[config.mk]
export PLATFORM = sky130hd
export DESIGN_NAME = txs_sched_top
export DESIGN_NICKNAME = d
export VERILOG_FILES = /design/src/rtl/txs_pkg.sv /design/src/rtl/txs_sync.sv /design/src/rtl/txs_wake_timer.sv /design/src/rtl/txs_serializer.sv /design/src/rtl/txs_sched_top.sv
export SDC_FILE = /design/constraint.sdc
export NUM_CORES = 1
export LEC_CHECK = 0
export BUFFER_PORTS_ARGS = -buffer_cell sky130_fd_sc_hd__buf_2
export CAP_MARGIN = 40
export CELL_PAD_IN_SITES_DETAIL_PLACEMENT = 0
export CELL_PAD_IN_SITES_GLOBAL_PLACEMENT = 1
export CORE_MARGIN = 5
export CORE_UTILIZATION = 47
export CTS_CLUSTER_DIAMETER = 120
export CTS_CLUSTER_SIZE = 8
export DETAILED_ROUTE_END_ITERATION = 10
export PLACE_DENSITY = 0.95
export SYNTH_ARGS = -nofsm -noshare
export SYNTH_HDL_FRONTEND = slang
export SYNTH_SLANG_ARGS = --single-unit
[constraint.sdc]
create_clock -name clk -period 3.16 [get_ports clk]
set_input_delay 0 -clock clk [delete_from_list [all_inputs] [get_ports clk]]
set_output_delay 0 -clock clk [all_outputs]
set_load 0.1 [all_outputs]
[src/rtl/txs_pkg.sv]
package txs_pkg;
  typedef enum logic [2:0] {
    ST_IDLE   = 3'd0,
    ST_CHECK  = 3'd1,
    ST_WARMUP = 3'd2,
    ST_TX_ON  = 3'd3,
    ST_SHIFT  = 3'd4,
    ST_DONE   = 3'd5
  } sched_state_e;
endpackage

[src/rtl/txs_sync.sv]
module txs_sync #(
  parameter int STAGES = 2
) (
  input  logic clk,
  input  logic rst,
  input  logic async_i,
  output logic sync_o
);
  logic [STAGES-1:0] chain_q;

  always_ff @(posedge clk) begin
    if (rst) chain_q <= '0;
    else     chain_q <= {chain_q[STAGES-2:0], async_i};
  end

  assign sync_o = chain_q[STAGES-1];
endmodule

[src/rtl/txs_wake_timer.sv]
module txs_wake_timer #(
  parameter int WAKE_TICKS = 640
) (
  input  logic clk,
  input  logic rst,
  input  logic tick_i,
  output logic wake_o
);
  localparam int CNT_W = $clog2(WAKE_TICKS + 1);
  localparam logic [CNT_W-1:0] LAST = CNT_W'(WAKE_TICKS - 1);

  logic [CNT_W-1:0] tick_cnt_q;
  logic             wake_q;

  always_ff @(posedge clk) begin
    if (rst) begin
      tick_cnt_q <= '0;
      wake_q     <= 1'b0;
    end else begin
      wake_q <= 1'b0;
      if (tick_i) begin
        if (tick_cnt_q == LAST) begin
          tick_cnt_q <= '0;
          wake_q     <= 1'b1;
        end else begin
          tick_cnt_q <= tick_cnt_q + 1'b1;
        end
      end
    end
  end

  assign wake_o = wake_q;
endmodule

[src/rtl/txs_serializer.sv]
module txs_serializer #(
  parameter int DATA_W     = 24,
  parameter int BIT_CYCLES = 5
) (
  input  logic              clk,
  input  logic              rst,
  input  logic              load_i,
  input  logic [DATA_W-1:0] data_i,
  input  logic              go_i,
  output logic              bit_o,
  output logic              stb_o
);
  localparam int LEFT_W = $clog2(DATA_W + 1);
  localparam int SUB_W  = $clog2(BIT_CYCLES + 1);
  localparam logic [SUB_W-1:0] SUB_LAST = SUB_W'(BIT_CYCLES - 1);

  logic [DATA_W-1:0] shreg_q;
  logic [LEFT_W-1:0] left_q;
  logic [SUB_W-1:0]  sub_q;
  logic              active;

  assign active = go_i && (left_q != '0);

  always_ff @(posedge clk) begin
    if (rst) begin
      shreg_q <= '0;
      left_q  <= '0;
      sub_q   <= '0;
    end else if (load_i) begin
      shreg_q <= data_i;
      left_q  <= LEFT_W'(DATA_W);
      sub_q   <= '0;
    end else if (active) begin
      if (sub_q == SUB_LAST) begin
        sub_q   <= '0;
        shreg_q <= {shreg_q[DATA_W-2:0], 1'b0};
        left_q  <= left_q - 1'b1;
      end else begin
        sub_q <= sub_q + 1'b1;
      end
    end
  end

  assign bit_o = active && shreg_q[DATA_W-1];
  assign stb_o = active && (sub_q == '0);
endmodule

[src/rtl/txs_sched_top.sv]
module txs_sched_top
  import txs_pkg::*;
#(
  parameter int WAKE_TICKS   = 640,
  parameter int WARM_CYCLES  = 20000,
  parameter int ON_CYCLES    = 50,
  parameter int BIT_CYCLES   = 5,
  parameter int BURST_CYCLES = 650,
  parameter int DATA_W       = 24,
  parameter int SKIP_W       = 8
) (
  input  logic              clk,
  input  logic              rst,
  input  logic              tick_i,
  input  logic              energy_ok_i,
  input  logic [DATA_W-1:0] payload_i,
  output logic              osc_en_o,
  output logic              tx_en_o,
  output logic              bit_o,
  output logic              bit_stb_o,
  output logic              done_o,
  output logic [SKIP_W-1:0] skip_cnt_o
);
  localparam int SHIFT_CYCLES = BURST_CYCLES - ON_CYCLES;
  localparam int SPAN  = (WARM_CYCLES > BURST_CYCLES) ? WARM_CYCLES : BURST_CYCLES;
  localparam int CYC_W = $clog2(SPAN + 1);
  localparam logic [CYC_W-1:0] WARM_LAST  = CYC_W'(WARM_CYCLES - 1);
  localparam logic [CYC_W-1:0] ON_LAST    = CYC_W'(ON_CYCLES - 1);
  localparam logic [CYC_W-1:0] SHIFT_LAST = CYC_W'(SHIFT_CYCLES - 1);

  sched_state_e      state_q, state_d;
  logic [CYC_W-1:0]  cyc_q;
  logic [SKIP_W-1:0] skip_q;
  logic              wake, energy_s;
  logic              osc_q, tx_q, done_q;

  txs_sync #(.STAGES(2)) u_sync (
    .clk(clk), .rst(rst), .async_i(energy_ok_i), .sync_o(energy_s)
  );

  txs_wake_timer #(.WAKE_TICKS(WAKE_TICKS)) u_wake (
    .clk(clk), .rst(rst), .tick_i(tick_i), .wake_o(wake)
  );

  txs_serializer #(.DATA_W(DATA_W), .BIT_CYCLES(BIT_CYCLES)) u_ser (
    .clk(clk), .rst(rst),
    .load_i(state_q == ST_CHECK && energy_s),
    .data_i(payload_i),
    .go_i(state_q == ST_SHIFT),
    .bit_o(bit_o), .stb_o(bit_stb_o)
  );

  always_comb begin
    state_d = state_q;
    unique case (state_q)
      ST_IDLE:   if (wake) state_d = ST_CHECK;
      ST_CHECK:  state_d = energy_s ? ST_WARMUP : ST_IDLE;
      ST_WARMUP: if (cyc_q == WARM_LAST) state_d = ST_TX_ON;
      ST_TX_ON:  if (cyc_q == ON_LAST) state_d = ST_SHIFT;
      ST_SHIFT:  if (cyc_q == SHIFT_LAST) state_d = ST_DONE;
      ST_DONE:   state_d = ST_IDLE;
      default:   state_d = ST_IDLE;
    endcase
  end

  always_ff @(posedge clk) begin
    if (rst) begin
      state_q <= ST_IDLE;
      cyc_q   <= '0;
      osc_q   <= 1'b0;
      tx_q    <= 1'b0;
      done_q  <= 1'b0;
      skip_q  <= '0;
    end else begin
      state_q <= state_d;
      cyc_q   <= (state_d != state_q) ? '0 : cyc_q + 1'b1;
      osc_q   <= (state_d == ST_WARMUP) || (state_d == ST_TX_ON) || (state_d == ST_SHIFT);
      tx_q    <= (state_d == ST_TX_ON) || (state_d == ST_SHIFT);
      done_q  <= (state_d == ST_DONE);
      if (state_q == ST_CHECK && !energy_s && skip_q != '1)
        skip_q <= skip_q + 1'b1;
    end
  end

  assign osc_en_o   = osc_q;
  assign tx_en_o    = tx_q;
  assign done_o     = done_q;
  assign skip_cnt_o = skip_q;
endmodule

==> results of run 1 <==
==> through the flow <==
step	std cells	area [um^2]	power, uW	setup WS, ns	utilization, %
after global placement	498	3700	1020	1.06	51.5
after floorplan	372	3420	995	0.937	-
after detailed placement	498	3700	1020	1.09	51.5
after global routing	540	4180	1920	0.713	58.3
final	540	4180	1840	0.905	58.3
after CTS	540	4180	1860	0.861	58.3
==> cells in the final DEF (no fill, tap or decap), drive strengths merged, types with 8 or more instances in the layout <==
cell and n:
nand3 13, xnor2 9, clkbuf 10, a21oi 8, buf 44, mux2i 26, ha 8, dfxtp 74
a211oi 24, nand2 27, xor2 24, inv 10, nand4 9, nor2 69, dlygate4sd3 26
==> where the power goes <==
group          total [uW]  switching, uW  internal, uW
Sequential            947           8.05           939
Combinational        78.0           32.2          45.8
Clock                 816            349           467
==> flip-flops by register name (all words and copies together) (netlist names), 2 cells and up <==
| register | count |
|---|---|
| state_q | 3 |
| cyc_q | 15 |
| u_wake.tick_cnt_q | 10 |
| u_sync.chain_q | 2 |
| skip_cnt_o | 8 |
| u_ser.shreg_q | 24 |
| u_ser.left_q | 5 |
| u_ser.sub_q | 3 |
==> path summary, 6_finish.rpt <==
kind | start | depth (start not counted) | to
max | u_ser.left_q[0] | 6 | bit_stb_o
min | rst | 2 | u_wake.tick_cnt_q[8]
max reg2reg | u_ser.left_q[0] | 7 | u_ser.shreg_q[21]
min reg2reg | u_sync.chain_q[0] | 1 | u_sync.chain_q[1]
==> critical path: cells and delay by family, from the launching register on <==
kind | cells | cell delay (ns)
compound gates | 1 | 0.46
fa+ha+maj | 1 | 0.16
buf+inv | 2 | 0.38
flops | 1 | 0.34
simple gates | 2 | 0.56
==> per-layer routing <==
metal	part of all wire (%)	wire length, um	up-vias	GRT usage [%]
met5	0	0	-	0
met4	1.0	70	0	4.33
met3	4.2	287	8	5.29
met2	49	3310	44	27.7
met1	46	3130	1286	20.7
li1	-	-	1428	-
==> cells by family after synthesis <==
logic type	after synthesis	share of synthesized area, %
AND/OR/NAND/NOR	157	22.6
flip-flops	74	43.4
AO/OA/AOI/OAI	48	11.4
XOR/XNOR	33	8.46
buffers and inverters	26	3.66
multiplexers	26	7.62
adder cells (fa/ha/maj)	8	2.93
==> cell usage after synthesis, types with 3 or more instances <==
cell,instances
sky130_fd_sc_hd__xor2_1,24
sky130_fd_sc_hd__nand3_1,13
sky130_fd_sc_hd__dfxtp_1,74
sky130_fd_sc_hd__nand4_1,9
sky130_fd_sc_hd__clkbuf_1,11
sky130_fd_sc_hd__nand2_1,27
sky130_fd_sc_hd__nor2b_1,3
sky130_fd_sc_hd__xnor2_1,9
sky130_fd_sc_hd__mux2i_1,26
sky130_fd_sc_hd__nor3_1,5
sky130_fd_sc_hd__nor4_1,4
sky130_fd_sc_hd__a211oi_1,24
sky130_fd_sc_hd__nor3b_1,7
sky130_fd_sc_hd__inv_1,9
sky130_fd_sc_hd__a21oi_1,8
sky130_fd_sc_hd__buf_4,3
sky130_fd_sc_hd__nand2b_1,3
sky130_fd_sc_hd__nor2_1,69
sky130_fd_sc_hd__ha_1,8
==> final cells by class <==
type                    count  area (um^2)  area share, %
clock buffers              10          138           3.29
clock inverters             6         88.8           2.12
inverters                   9         33.8          0.808
repair buffers             70          503           12.0
multi-input cells         272         1810           43.4
well taps                  99          124           2.96
flip-flops and latches     74         1480           35.4
==> results.txt, run 1 <==
The total area inside the core boundary comes to 7180 um^2. In the final timing run, aggregate negative setup slack is 0 ns. The final-stage net count is 472, and the CTS H-tree depth is 3. Worst-margin pin slew: 0.718 ns. The initial cell density of the core was 47.6%.

The number of rows in the core area is 31. In this run the count of I/O pins placed on the die edge is 41. Setup repair after global routing left no endpoint under its margin. The largest fanout on the critical path works out to 6.

The hold buffer count at cts was 26. The number of resized instances in the post-cts repair step is 0. The tools report the via total after detailed routing as 2766.

Entering global routing, the biggest net connects 35 pins. Class of the tightest hold or removal check: in2reg. Once detail routing completed, the nets flagged for antenna violations numbered 0.

The first global-routing pass estimated 12000 um of wire. The synthesized design spends more area on one cell type than any other, namely sky130_fd_sc_hd__dfxtp_1. The post-route fraction of the period consumed by the critical path works out to 71.4%. 0 antenna diodes ended up in the layout. The analysis attributes to cell leakage a power of 0.00162 uW. The commonest register cell after synthesis was sky130_fd_sc_hd__dfxtp_1.

For this design, the sink count on the clock tree is 74. In the final routed layout, each cell accounts on average for 12.6 um. The endpoint required time on the critical path was 3.16 ns.

The flow ran to the end, and the final reports show no timing, DRC or antenna violations. The number of enable flip-flop cells after synthesis is 0, and the reg2reg setup slack is 1.07 ns. In this run, CTS created clock tree buffers numbering 9.

VDD sags by at most 0.000329 V. For the last weighted congestion value of the routability-driven placer, the log shows 0.875. The Yosys step of the flow raised 0 warnings. Summing the sequential cell areas from Yosys gives 43.4% of the chip area. The total count of max-transition violations in the final report was 0; the power density over the cells was 440 nW/um^2.

Final count of hold timing violations: 0. The count of routing violations after the opening detailed-route iteration was 105; the proportion of netlist area held by the largest area contributor was 43.4%. STA classifies the critical path startpoint as a register.

Start-to-end type of the worst setup path: reg2out. The remaining global-route overflow was 0; the total nets after synthesis was 408. Walking the worst path, the cells encountered are inv_1, ha_1, or3b_2, o21ai_1, nor3b_2, buf_2.

After detailed routing, the number of remaining DRC violations is 0. The clock-pin slew on the worst setup and hold paths came out at 0.08 ns. STA classifies the critical path endpoint as an output port. Ranked by total cell area, the synthesized netlist is headed by sky130_fd_sc_hd__dfxtp_1 (43%), sky130_fd_sc_hd__mux2i_1 (7.6%), sky130_fd_sc_hd__nor2_1 (7.6%). For this block, the routed nets add up to 6800 um of wire. Data on the critical path arrives at its endpoint at 2.26 ns. The final setup violation count is 0. In this run the post-CTS setup repair buffer count came out at 0.

Relative to the synthesized area, the layout overhead comes to 22.5%. The maximum buffer depth of the clock tree was 2; the async set or reset register ratio after synthesis was 0%. The slowest stage of the critical path is the sky130_fd_sc_hd__or3b_2 cell. The synthesized netlist contains 46 unique library cells. The average instance in the mapped netlist occupies 9.18 um^2. Across the run, the number of max-cap violations was 0. TritonCTS built the clock tree. The die covers 9070 um^2.

The post-synthesis cell count came out at 372. The worst pin sits at a relative slew slack of 52.0%. Largest stage delay on the critical path: 0.47 ns. For the final HPWL from detailed placement, the log shows 4490 um. After synthesis the netlist holds a flip-flop and latch count of 74. In the routed layout, each cell is associated on average with a via count of 5.12.

The layout has 604 filler cells. Global routing consumed, over all layers together, 16.6% of the routing resources. On the final layout, the worst hold slack is 0.0576 ns. The run gives 0.35 ns as the clock latency reported for the late side of the worst-skew pair. The minimum period implied by the final worst setup slack came out at 2.26 ns. The run gives 0.00738 ns as the worst clock skew. Of the cells placed in the final design, the portion with a size suffix greater than 1 is 16.3%. Via count of the first global-routing pass: 2677.

The mapped netlist covers 3420 um^2. The initial antenna violation count came out at 0. The chip width was 95.3 um.

Before antenna repair, the detailed router went through 5 iterations. Count of buffers inserted at the top-level ports: 40. The tree is rooted in a sky130_fd_sc_hd__clkbuf_8. The chip height works out to 95.3 um. Derived from the worst setup path, the maximum achievable clock frequency is 443 MHz.
Power figures use the tool's default switching activity.
==> inputs of run 2 (changes only) <==
--- a/config.mk
+++ b/config.mk
@@ -10,11 +10,11 @@
 export CELL_PAD_IN_SITES_DETAIL_PLACEMENT = 0
 export CELL_PAD_IN_SITES_GLOBAL_PLACEMENT = 1
 export CORE_MARGIN = 5
-export CORE_UTILIZATION = 47
+export CORE_UTILIZATION = 44
 export CTS_CLUSTER_DIAMETER = 120
 export CTS_CLUSTER_SIZE = 8
 export DETAILED_ROUTE_END_ITERATION = 10
-export PLACE_DENSITY = 0.95
+export PLACE_DENSITY = 0.91
 export SYNTH_ARGS = -nofsm -noshare
 export SYNTH_HDL_FRONTEND = slang
 export SYNTH_SLANG_ARGS = --single-unit
==> constraint.sdc (replaced) <==
create_clock -name clk -period 2.1 [get_ports clk]
set_input_delay 0 -clock clk [delete_from_list [all_inputs] [get_ports clk]]
set_output_delay 0 -clock clk [all_outputs]
set_load 0.1 [all_outputs]
==> run 2 against run 1 <==
Net effect: final cell count increased by 1.3%; flip-flop and latch count unchanged; combinational power increased by 53%; clock skew is 0.00076 ns lower; largest power group unchanged; critical endpoint unchanged; count of clock-buffer cells in the layout increased by 1; global-route usage decreased by 1.5 points; first-iteration DRC count down 30%; sequential share of layout area shrank 0.68 points; worst setup slack worse by 0.76 ns.
==> results.txt, run 2 (synthesized netlist as in run 1, its figures left out) <==
Setup repair after global routing left no endpoint under its margin. The first-pass GRT wire length is 12000 um (-0.12%). The run gives 477 (+1.1%) as the final-stage net count. The run gives 3310 um (-0.21%) as the total met2 wirelength after detailed routing. The run finished with clean final reports. The clock-pin slew on the worst setup and hold paths was 0.07 ns (about the same). The maximum achievable frequency is 513 MHz, and the chip height is 98.1 um (+3.0%). The final critical path takes up 92.9% of the cycle.

The tools report the normalized max-slew margin as 65.6% (+14 points). The tightest min-delay check is of the in2reg type. From synthesis to final layout, the design area changed by 24.8%. In the final layout, the registers with the most flip-flops are u_ser.shreg_q (24), cyc_q (15), u_wake.tick_cnt_q (10). The clock latency reported for the late side of the worst-skew pair was 0.35 ns (about the same).

After detailed routing, no signal wire sits above met4. The routed wire length per instance was 12.7 um (+0.80%); the largest stage delay on the critical path was 0.37 ns (-0.10 ns). Traced cell by cell, the critical path runs through inv_1, ha_1, or3b_4, o21ai_2, buf_4, nor3b_2, buf_12.

Final HPWL from detailed placement: 4660 um (+3.8%). The total wire length after detailed routing was 6950 um (+2.1%); the initial antenna violation count was 0 (unchanged). The number of rows in the core area was 32 (+3.2%); the worst voltage drop across the vdd grid was 0.000531 V (+61%). The via count of the first global-routing pass came out at 2594 (-3.1%). The number of DRC violations after detailed routing is 0 (unchanged).

The last weighted congestion value of the routability-driven placer is 0.825 (-5.7%), and the initial cell density of the core is 44.7% (-2.9 points). The total core area was 7650 um^2 (+6.6%). The worst clock skew came out at 0.00663 ns (-0.000755 ns). The ratio of cells with drive above 1 in the final layout was 18.7% (+2.3 points). The setup path with the least slack is of type reg2out.

The logs give 0.00164 uW (+1.5%) for the reported leakage power and 2660 uW (+44%) for the total power draw. The worst setup path is launched from a register. Worst setup slack before clock tree synthesis: 0.169 ns (-0.920 ns). The per-cell via count in the routed design works out to 5.04 (-1.6%). The global-route usage over all layers was 15.1% (-1.5 points); the count of buffers inserted at the top-level ports was 40 (unchanged). For the CTS H-tree depth, the log shows 3 (unchanged).

The power density over the cells works out to 623 nW/um^2 (+42%). The worst-margin pin slew came out at 0.512 ns (-0.206 ns). The largest fanout on the critical path was 4 (-2). The number of flip-flops under the largest register name was 24 (unchanged); the number of clock sinks seen by CTS was 74 (unchanged).

The area of placed instances is 3770 um^2 (+2.1%), and the post-CTS setup repair buffer count is 0 (unchanged). The worst path arrival time came out at 1.95 ns (-0.31 ns). The number of fill cells in the layout was 660 (+9.3%); the number of buffer and inverter stages on the critical path was 3 (+1). In the layout the commonest cells are sky130_fd_sc_hd__dfxtp_1 (74), sky130_fd_sc_hd__nor2_1 (68), sky130_fd_sc_hd__buf_2 (38). Via total after detailed routing: 2757 (-0.33%). The cell with the biggest individual delay on the critical path is sky130_fd_sc_hd__dfxtp_1.

The first-pass detailed-route iteration total is 4 (-1), and the max-cap violation count is 0 (unchanged). Maximum number of pins on one net before global-route repair: 31 (-11%). Routed length on met3: 265 um (-7.7%). The count of routing violations after the opening detailed-route iteration was 73 (-30%); the setup TNS was 0 ns (unchanged). The tools report the total count of max-transition violations in the final report as 0 (unchanged). For the number of nets with antenna violations after routing, the log shows 0 (unchanged). TritonCTS built the clock tree. The antenna diode instance count was 0 (unchanged).

The routed length on met1 was 3290 um (+5.0%). The final count of hold timing violations is 0 (unchanged). The final setup violation count is 0 (unchanged), and the chip width is 98.1 um (+3.0%). Among cell families on the critical path, the largest total delay comes from simple AND/OR/NAND/NOR gates. The tools report the clock buffer count from CTS as 9 (unchanged). For the fraction of the core area covered by cells at the end of the flow, the log shows 55.8% (-2.5 points).

The tools report the remaining global-route overflow as 0 (unchanged). The worst setup path is captured at an output port. The total non-filler cell area in the finished layout is 4260 um^2 (+1.9%).

For the endpoint required time on the critical path, the log shows 2.10 ns (-1.06 ns). More flip-flops sit in one register than any other, and that register is u_ser.shreg_q. The cell sitting at the root of the clock tree is a sky130_fd_sc_hd__clkbuf_8. The clock period could shrink to 1.95 ns. The final setup slack of the worst path is 0.149 ns (-0.756 ns), and the maximum buffer depth of the clock tree is 2 (unchanged). Most common library cell in the layout ignoring fill and taps: sky130_fd_sc_hd__dfxtp_1. The die outline area is 9630 um^2 (+6.1%). Number of top-level pins: 41 (unchanged).
[run 2: cell types whose count changed in the layout (fill, tap and decap cells not counted), moves of 2 or more]
cell / change
sky130_fd_sc_hd__buf_2: -2
sky130_fd_sc_hd__a211oi_2: +3
sky130_fd_sc_hd__buf_4: +5
sky130_fd_sc_hd__buf_12: +2
sky130_fd_sc_hd__a211oi_1: -3
[run 2: final cells by class]
cell class | instances | area [um^2] | area share, %
clock buffer | 11 | 151 | 3.55
clock inverter | 4 | 51.3 | 1.20
multi-input combinational | 272 | 1850 | 43.3
inverter | 9 | 33.8 | 0.792
timing repair buffer | 75 | 571 | 13.4
tap | 102 | 128 | 2.99
sequential | 74 | 1480 | 34.7
[run 2: what timing repair did]
action,in CTS,in global routing
setup endpoints to repair,2,18
resized for setup,3,4
pin swaps,0,0
hold endpoints to repair,27,0
hold buffers,26,0
[run 2: worst paths after layout]
check                                        from                    to  slack (ns)  depth (start not counted)
worst max-delay path              u_ser.left_q[0]             bit_stb_o        0.15                          7
worst min-delay path                          rst  u_wake.tick_cnt_q[8]        0.05                          2
worst max register to register    u_ser.left_q[0]     u_ser.shreg_q[19]        0.19                          7
worst min register to register  u_sync.chain_q[0]     u_sync.chain_q[1]        0.44                          1
[run 2: per-stage QoR]
stage	instances	hold slack, ns
CTS	547	0.0334
global placement	506	0.222
detailed placement	506	0.239
global route	547	0.0491
finish	547	0.0495
floorplan	372	0.128
[run 2: power by group]
part	internal, uW	switching, uW
clock	607	507
combinational	69.0	50.2
sequential	1410	11.7
total	2090	569
[run 2: metal layers]
| metal | global-route usage, % | vias up |
|---|---|---|
| met2 | 23.8 | 35 |
| met1 | 19.9 | 1276 |
| met3 | 4.14 | 8 |
| met5 | 0 | - |
| li1 | - | 1438 |
| met4 | 5.43 | 0 |
